`config.mk`:
```
export PLATFORM = sky130hd
export DESIGN_NAME = usart_sclk_gen
export DESIGN_NICKNAME = d
export VERILOG_FILES = /design/src/rtl/usart_sclk_pkg.sv /design/src/rtl/usart_sclk_cfg.sv /design/src/rtl/usart_sclk_gate.sv /design/src/rtl/usart_sclk_drive.sv /design/src/rtl/usart_sclk_gen.sv
export SDC_FILE = /design/constraint.sdc
export NUM_CORES = 1
export LEC_CHECK = 0
export BUFFER_PORTS_ARGS = -buffer_cell sky130_fd_sc_hd__buf_4
export CELL_PAD_IN_SITES_DETAIL_PLACEMENT = 1
export CELL_PAD_IN_SITES_GLOBAL_PLACEMENT = 2
export CORE_UTILIZATION = 25
export CTS_BUF_LIST = sky130_fd_sc_hd__clkbuf_2 sky130_fd_sc_hd__clkbuf_4 sky130_fd_sc_hd__clkbuf_8
export CTS_CLUSTER_SIZE = 30
export DETAILED_ROUTE_END_ITERATION = 8
export HOLD_SLACK_MARGIN = 0.15
export PLACE_DENSITY = 0.8
export SYNTH_ARGS = -nofsm -noshare
export SYNTH_HDL_FRONTEND = slang
export SYNTH_SLANG_ARGS = --single-unit
```
`constraint.sdc`:
```
create_clock -name clk -period 1.8 [get_ports clk]
set_input_delay 0.18 -clock clk [delete_from_list [all_inputs] [get_ports clk]]
set_output_delay 0.18 -clock clk [all_outputs]
set_load 0.02 [all_outputs]
```
`src/rtl/usart_sclk_pkg.sv`:
```
package usart_sclk_pkg;

   typedef enum logic [1:0] {
      SEG_IDLE  = 2'd0,
      SEG_START = 2'd1,
      SEG_DATA  = 2'd2,
      SEG_STOP  = 2'd3
   } seg_kind_e;

   typedef struct packed {
      logic pol;
      logic pha;
      logic last_pulse;
   } sclk_cfg_t;

   // Level of the clock for a half-period: idle level, inverted when active.
   function automatic logic half_level(input logic pol, input logic active);
      return pol ^ active;
   endfunction

endpackage

```
`src/rtl/usart_sclk_cfg.sv`:
```
module usart_sclk_cfg
   import usart_sclk_pkg::*;
(
   input  logic      clk,
   input  logic      rst_n,
   input  logic      tx_en_i,
   input  sclk_cfg_t cfg_i,
   output sclk_cfg_t cfg_o
);

   sclk_cfg_t cfg_q;

   always_ff @(posedge clk) begin
      if (!rst_n) begin
         cfg_q <= cfg_i;
      end else if (!tx_en_i) begin
         cfg_q <= cfg_i;
      end
   end

   assign cfg_o = cfg_q;

endmodule

```
`src/rtl/usart_sclk_gate.sv`:
```
module usart_sclk_gate
   import usart_sclk_pkg::*;
#(
   parameter int IDX_W     = 4,
   parameter int SHORT_LEN = 8,
   parameter int LONG_LEN  = 9
) (
   input  sclk_cfg_t        cfg_i,
   input  logic             sclk_en_i,
   input  logic             word9_i,
   input  logic [1:0]       seg_kind_i,
   input  logic [IDX_W-1:0] seg_idx_i,
   input  logic             seg_late_i,
   output logic             level_o
);

   localparam logic [IDX_W-1:0] SHORT_LAST = IDX_W'(SHORT_LEN - 1);
   localparam logic [IDX_W-1:0] LONG_LAST  = IDX_W'(LONG_LEN - 1);

   seg_kind_e        kind;
   logic [IDX_W-1:0] last_idx;
   logic             is_data;
   logic             in_range;
   logic             is_last;
   logic             bit_pulsed;
   logic             half_hit;

   assign kind = seg_kind_e'(seg_kind_i);

   generate
      if (SHORT_LEN == LONG_LEN) begin : g_fixed_len
         assign last_idx = SHORT_LAST;
      end else begin : g_sel_len
         assign last_idx = word9_i ? LONG_LAST : SHORT_LAST;
      end
   endgenerate

   always_comb begin
      is_data    = (kind == SEG_DATA);
      in_range   = (seg_idx_i <= last_idx);
      is_last    = (seg_idx_i == last_idx);
      bit_pulsed = is_data && in_range && sclk_en_i && (!is_last || cfg_i.last_pulse);
      half_hit   = (seg_late_i == cfg_i.pha);
      level_o    = half_level(cfg_i.pol, bit_pulsed && half_hit);
   end

endmodule

```
`src/rtl/usart_sclk_drive.sv`:
```
module usart_sclk_drive #(
   parameter bit OE_REGISTERED = 1'b1
) (
   input  logic clk,
   input  logic rst_n,
   input  logic pol_i,
   input  logic tx_en_i,
   input  logic half_tick_i,
   input  logic level_i,
   input  logic sclk_en_i,
   output logic sclk_o,
   output logic sclk_oe_o
);

   logic sclk_q;

   always_ff @(posedge clk) begin
      if (!rst_n) begin
         sclk_q <= pol_i;
      end else if (!tx_en_i) begin
         sclk_q <= pol_i;
      end else if (half_tick_i) begin
         sclk_q <= level_i;
      end
   end

   assign sclk_o = sclk_q;

   generate
      if (OE_REGISTERED) begin : g_oe_reg
         logic oe_q;
         always_ff @(posedge clk) begin
            if (!rst_n) oe_q <= 1'b0;
            else        oe_q <= sclk_en_i;
         end
         assign sclk_oe_o = oe_q;
      end else begin : g_oe_comb
         assign sclk_oe_o = rst_n & sclk_en_i;
      end
   endgenerate

endmodule

```
`src/rtl/usart_sclk_gen.sv`:
```
module usart_sclk_gen
   import usart_sclk_pkg::*;
#(
   parameter int IDX_W         = 4,
   parameter int SHORT_LEN     = 8,
   parameter int LONG_LEN      = 9,
   parameter bit OE_REGISTERED = 1'b1
) (
   input  logic             clk,
   input  logic             rst_n,
   input  logic             sclk_en_i,
   input  logic             pol_i,
   input  logic             pha_i,
   input  logic             last_pulse_i,
   input  logic             word9_i,
   input  logic             tx_en_i,
   input  logic             half_tick_i,
   input  logic [1:0]       seg_kind_i,
   input  logic [IDX_W-1:0] seg_idx_i,
   input  logic             seg_late_i,
   output logic             sclk_o,
   output logic             sclk_oe_o
);

   generate
      if (SHORT_LEN < 1 || LONG_LEN < SHORT_LEN) begin : g_bad_len
         $error("word lengths must satisfy 1 <= SHORT_LEN <= LONG_LEN");
      end
      if ((1 << IDX_W) < LONG_LEN) begin : g_bad_idx
         $error("IDX_W too narrow for LONG_LEN");
      end
   endgenerate

   sclk_cfg_t cfg_live;
   sclk_cfg_t cfg_q;
   logic      level_d;

   assign cfg_live = '{pol: pol_i, pha: pha_i, last_pulse: last_pulse_i};

   usart_sclk_cfg u_cfg (
      .clk     (clk),
      .rst_n   (rst_n),
      .tx_en_i (tx_en_i),
      .cfg_i   (cfg_live),
      .cfg_o   (cfg_q)
   );

   usart_sclk_gate #(
      .IDX_W     (IDX_W),
      .SHORT_LEN (SHORT_LEN),
      .LONG_LEN  (LONG_LEN)
   ) u_gate (
      .cfg_i      (cfg_q),
      .sclk_en_i  (sclk_en_i),
      .word9_i    (word9_i),
      .seg_kind_i (seg_kind_i),
      .seg_idx_i  (seg_idx_i),
      .seg_late_i (seg_late_i),
      .level_o    (level_d)
   );

   usart_sclk_drive #(
      .OE_REGISTERED (OE_REGISTERED)
   ) u_drive (
      .clk         (clk),
      .rst_n       (rst_n),
      .pol_i       (pol_i),
      .tx_en_i     (tx_en_i),
      .half_tick_i (half_tick_i),
      .level_i     (level_d),
      .sclk_en_i   (sclk_en_i),
      .sclk_o      (sclk_o),
      .sclk_oe_o   (sclk_oe_o)
   );

endmodule

```
# Yosys cells after proc, flatten, opt, wreduce, memory -nomap -nowiden
# Cells that the tools add are included.
# W data, S select, Z words.
[totals] output_inout_bits=2 regBits=5
[classes] n_mux=6 magnitude_cmp=1 n_bitwise=1 eq_ne=5 n_reduce_logical=6
[op_table] cell="$mux W3" n=2
[op_table] cell="$eq A4 B4 Y1" n=1
[op_table] cell="$le A4 B4 Y1" n=1
[op_table] cell="$logic_and A1 B1 Y1" n=4
[op_table] cell="$mux W4" n=1
[op_table] cell="$mux W1" n=3
[op_table] cell="$ne A3 B2 Y1 const B" n=1
[op_table] cell="$eq A2 B2 Y1 const B" n=1
[op_table] cell="$ne A2 B2 Y1 const B" n=1
[op_table] cell="$eq A1 B1 Y1" n=1
[op_table] cell="$logic_not A1 Y1" n=1
[op_table] cell="$logic_or A1 B1 Y1" n=1
[op_table] cell="$xor A1 B1 Y1" n=1

# Longest topological paths before layout
[depth] ltp_word=10 depth_mapped=7

# Hierarchy
# Synthesis repeated with hierarchy kept, for this count alone.
[unflattened] cells_unflattened=28 area_unflattened_um2=312.8
[modules_own_cells] module="usart_sclk_gate" cells_each=18 instances=1 area_each_um2=136.4 seq_area_each_um2=0.0
[modules_own_cells] module="usart_sclk_cfg" cells_each=4 instances=1 area_each_um2=93.8 seq_area_each_um2=90.1
[modules_own_cells] module="usart_sclk_drive" cells_each=6 instances=1 area_each_um2=82.6 seq_area_each_um2=50.0

# Worst setup path after synthesis
# No wires, ideal clock.
[synth_timing] kind="input -> register" start="input word9_i" end="register u_drive.sclk_q, in the netlist u_drive.sclk_o, data pin" setup_ns=0.263 setup_slack_ns=0.317 path_buffers=0 arrival_time_ns=1.221 t_required_ns=1.537 stages=7 path_cell_list="inv_1 -> ha_1 -> nand4_1 -> or2_0 -> and2_1 -> a222oi_1 -> nand2b_1"
[synth_between] elab_chain_len=10
[synth_rtl] element="start, declared" line="usart_sclk_gen.sv:15" source="input logic word9_i,"
[synth_rtl] element="$mux W4 (*)" line="usart_sclk_gate.sv:34" source="assign last_idx = word9_i ? LONG_LAST : SHORT_LAST;"
[synth_rtl] element="$le A4 B4 Y1 or $eq A4 B4 Y1 (tied branches)" line="usart_sclk_gate.sv:40, usart_sclk_gate.sv:41"
[synth_rtl] element="$logic_and A1 B1 Y1 or $logic_not A1 Y1 (tied branches)" line="usart_sclk_gate.sv:42" source="bit_pulsed = is_data && in_range && sclk_en_i && (!is_last || cfg_i.last_pulse);"
[synth_rtl] element="$logic_and A1 B1 Y1 or $logic_or A1 B1 Y1 (tied branches)" line="usart_sclk_gate.sv:42"
[synth_rtl] element="$logic_and A1 B1 Y1 (*)" line="usart_sclk_gate.sv:42"
[synth_rtl] element="$logic_and A1 B1 Y1 (*)" line="usart_sclk_gate.sv:44" source="level_o = half_level(cfg_i.pol, bit_pulsed && half_hit);"
[synth_rtl] element="$xor A1 B1 Y1 (*)" line="usart_sclk_pkg.sv:18" source="return pol ^ active;"
[synth_rtl] element="$mux W1 (*)" line="usart_sclk_drive.sv:22" source="end else if (half_tick_i) begin"
[synth_rtl] element="$mux W1 (*)" line="usart_sclk_drive.sv:20" source="end else if (!tx_en_i) begin"
[synth_rtl] element="$mux W1 (*)" line="usart_sclk_drive.sv:18" source="if (!rst_n) begin"
[synth_rtl] element="end signal, assigned" line="usart_sclk_drive.sv:19" source="sclk_q <= pol_i;"
[synth_rtl] element="end signal, assigned" line="usart_sclk_drive.sv:21" source="sclk_q <= pol_i;"
[synth_rtl] element="end signal, assigned" line="usart_sclk_drive.sv:23" source="sclk_q <= level_i;"
[synth_rtl] element="end, declared" line="usart_sclk_drive.sv:15" source="logic sclk_q;"
# Mark *: on every way between the ends. The rest lies on a longest branch, timed or not. The select of a mux whose other input is x is not followed.
# A chain may end at the register's enable or synchronous reset.

# Worst setup path in the final report
# Same ends and word-level chain as after synthesis.

==> impl_metrics.py <==
metrics = {
    "cells_and_area": {
        "fin_util_pct": 46.64,
        "stdcell_count": 67,
        "n_antenna_cell": 0,
        "nNetsFinal": 74,
        "nFillCells": 133,
        "layout_commonest_cell": "buf_4",
        "layout-drive-gt1-share_pct": 43.40,
        "area_delta_synth_final_pct": 66.41,
        "regArea_um2": 140.1,
        "multi_input_area_um2": 172.7,
        "layout_common_cells": "17 x buf_4, 4 x ha_1, 4 x clkbuf_4, 4 x dlygate4sd3_1, 4 x edfxtp_1",
    },
    "grt": {
        "grt_pass1_vias": 337,
        "globalRoute.totalOverflow": 0,
        "grt_max_degree": 7,
        "antenna_found_initial": 0,
        "grt_pass1_wl_um": 1380,
        "track_usage_pct": 15.87,
    },
    "floorplan": {
        "io_pins": 18,
        "coreArea_um2": 1156,
        "initial_core_util_pct": 28.03,
        "die-area_um2": 1444,
        "die_w_um": 38.01,
        "num_rows": 12,
        "die_h_um": 38.01,
    },
    "clocking": {
        "cts_resized": 0,
        "cts_made_buffers": 3,
        "htreeDepth": 1,
        "clock_sinks": 5,
        "path_clk_slew_ns": 0.05,
        "cts_root_buf": "clkbuf_4",
        "clk_latency_ns": 0.25,
        "clock_path_buffers": 2,
        "post_cts_buffers": 0,
        "cts_tree": "built",
    },
    "job": {
        "maxCapViolations": 0,
    },
    "place": {
        "place_inst": 59,
        "hpwl_um": 584.9,
        "place_congestion": 0.6008,
        "portBuffers": 17,
    },
    "sta": {
        "tns_ns": 0,
        "post-route-period-util_pct": 80.71,
        "slew_headroom_pct": 80.58,
        "finalHoldViolCount": 0,
        "fin_crit_ns": 1.453,
        "drv_slew": 0,
        "worst_clock_skew_ns": 0.004160,
        "finalSetupViolCount": 0,
        "rsz0062_at_grt": "no",
        "fmax_mhz": 688.3,
        "max_slew.worst_pin.slew_ns": 0.2839,
    },
    "detailed_routing": {
        "wl_um": 707,
        "drt_iter0_drc": 5,
        "firstDrtPassIters": 4,
        "ant_nets": 0,
        "viasPerCell": 4.687,
        "wire_per_inst_um": 10.55,
        "post-route-drc-count": 0,
        "vias": 314,
    },
    "critical_path": {
        "worstPathArrival_ns": 1.45,
        "cp_cell_sequence": "buf_4, inv_1, ha_1, nand4_1, or2_0, and2_1, a222oi_1, nand2b_1",
        "path_class": "primary input to register",
        "cp_max_fo": 3,
        "max_stage_delay_ns": 0.32,
        "cp_data_required_time_ns": 1.79,
        "slowest_stage": "ha_1",
        "cp-end-kind": "register",
        "crit_path_start_kind": "primary input",
    },
    "synth": {
        "synthCells": 28,
        "synth-seq-cells": 5,
        "syn_area_per_cell_um2": 11.57,
        "mappedNetlistArea_um2": 324.1,
        "ys_warn_count": 0,
        "synth_cell_types": 17,
        "ys_seq_area_share_pct": 43.24,
        "mappedNetlistNets": 48,
    },
    "power_and_ir_drop": {
        "p_per_area_nw_per_um2": 690.9,
        "vdd_drop_max_mv": 0.4787,
        "total_leakage_power_nw": 0.2543,
    },
    "hold_path": {
        "hold_class": "primary input to register",
    },
    "status": {
        "status": "completed",
    },
}
==> metal layers <==
layer  vias up  GRT usage (%)  share of wire [%]
met1       139          14.44                 37
li1        155              -                  -
met4         0          16.07                5.1
met3         4          8.721                9.3
met2        16          24.14                 48
met5         -              0                  0
==> report_power, final <==
part           internal (mW)  switching [mW]  leakage (nW)  total (mW)
clock                 0.0990          0.0489        0.0184       0.148
combinational         0.0513          0.0331         0.187      0.0844
sequential             0.137         0.00340        0.0494       0.140
==> synth_stat cells, drive strengths merged <==
cell type	count	area share, %
a2111oi	1	2.7
or2	2	3.9
nor2b	1	4.2
xnor2	1	2.7
and3	1	1.9
nand2b	1	1.9
nand4	1	1.9
o211ai	1	3.9
edfxtp	4	37
nand2	2	2.3
inv	3	3.5
a222oi	1	3.1
and2	2	3.9
nand4b	2	5.4
dfxtp	1	6.2
ha	4	15
==> what timing repair did <==
action                                  in CTS  in global routing
endpoints found under the hold margin        4                  0
hold buffers                                 4                  0
endpoints found under the setup margin       0                  0
==> layout make-up <==
type / instances / area share [%]
inverter: 3 / 2.088
sequential: 5 / 25.99
multi-input combinational: 20 / 32.02
timing repair buffer: 21 / 31.09
clock buffer: 4 / 5.568
tap: 14 / 3.248
==> critical path, delay by kind of cell <==
kind | cells | cell delay (ns)
AO/OA/AOI/OAI | 1 | 0.21
AND/OR/NAND/NOR | 4 | 0.59
adder cells (fa/ha/maj) | 1 | 0.32
buffers and inverters | 2 | 0.15
==> registers in the layout, summed over array words and instances (netlist names) <==
signal / cells
u_cfg.cfg_o: 3
u_drive.sclk_o: 1
u_drive.sclk_oe_o: 1
==> cells by family after synthesis <==
logic type | Yosys count | synth area share, %
AO/OA/AOI/OAI | 3 | 9.653
XOR/XNOR | 1 | 2.703
adder cells (fa/ha/maj) | 4 | 15.44
buffers and inverters | 3 | 3.475
flip-flops | 5 | 43.24
AND/OR/NAND/NOR | 12 | 25.49
==> path summary, 6_finish.rpt <==
kind | from | endpoint | slack (ns) | depth (start not counted)
worst max-delay path | word9_i | u_drive.sclk_o$_DFFE_PP_ | 0.35 | 8
worst max register to register | u_cfg.cfg_o[1]$_DFFE_PP_ | u_drive.sclk_o$_DFFE_PP_ | 0.49 | 4
worst min-delay path | rst_n | u_drive.sclk_oe_o$_SDFF_PN0_ | 0.16 | 2
worst min register to register | u_cfg.cfg_o[2]$_DFFE_PP_ | u_drive.sclk_o$_DFFE_PP_ | 0.71 | 2
==> metrics by stage <==
step | total power [mW] | hold slack (ns) | worst slack [ns] | area [um^2]
floorplan | 0.1805 | 0.2789 | 0.3165 | 324.1
global placement | 0.2157 | 0.3580 | 0.1443 | 469.2
detailed placement | 0.2210 | 0.3598 | 0.07936 | 469.2
CTS | 0.3815 | 0.1532 | 0.3506 | 539.3
global route | 0.4009 | 0.1578 | 0.2398 | 539.3
finish | 0.3726 | 0.1593 | 0.3472 | 539.3
(Power assumes the default switching activity.)
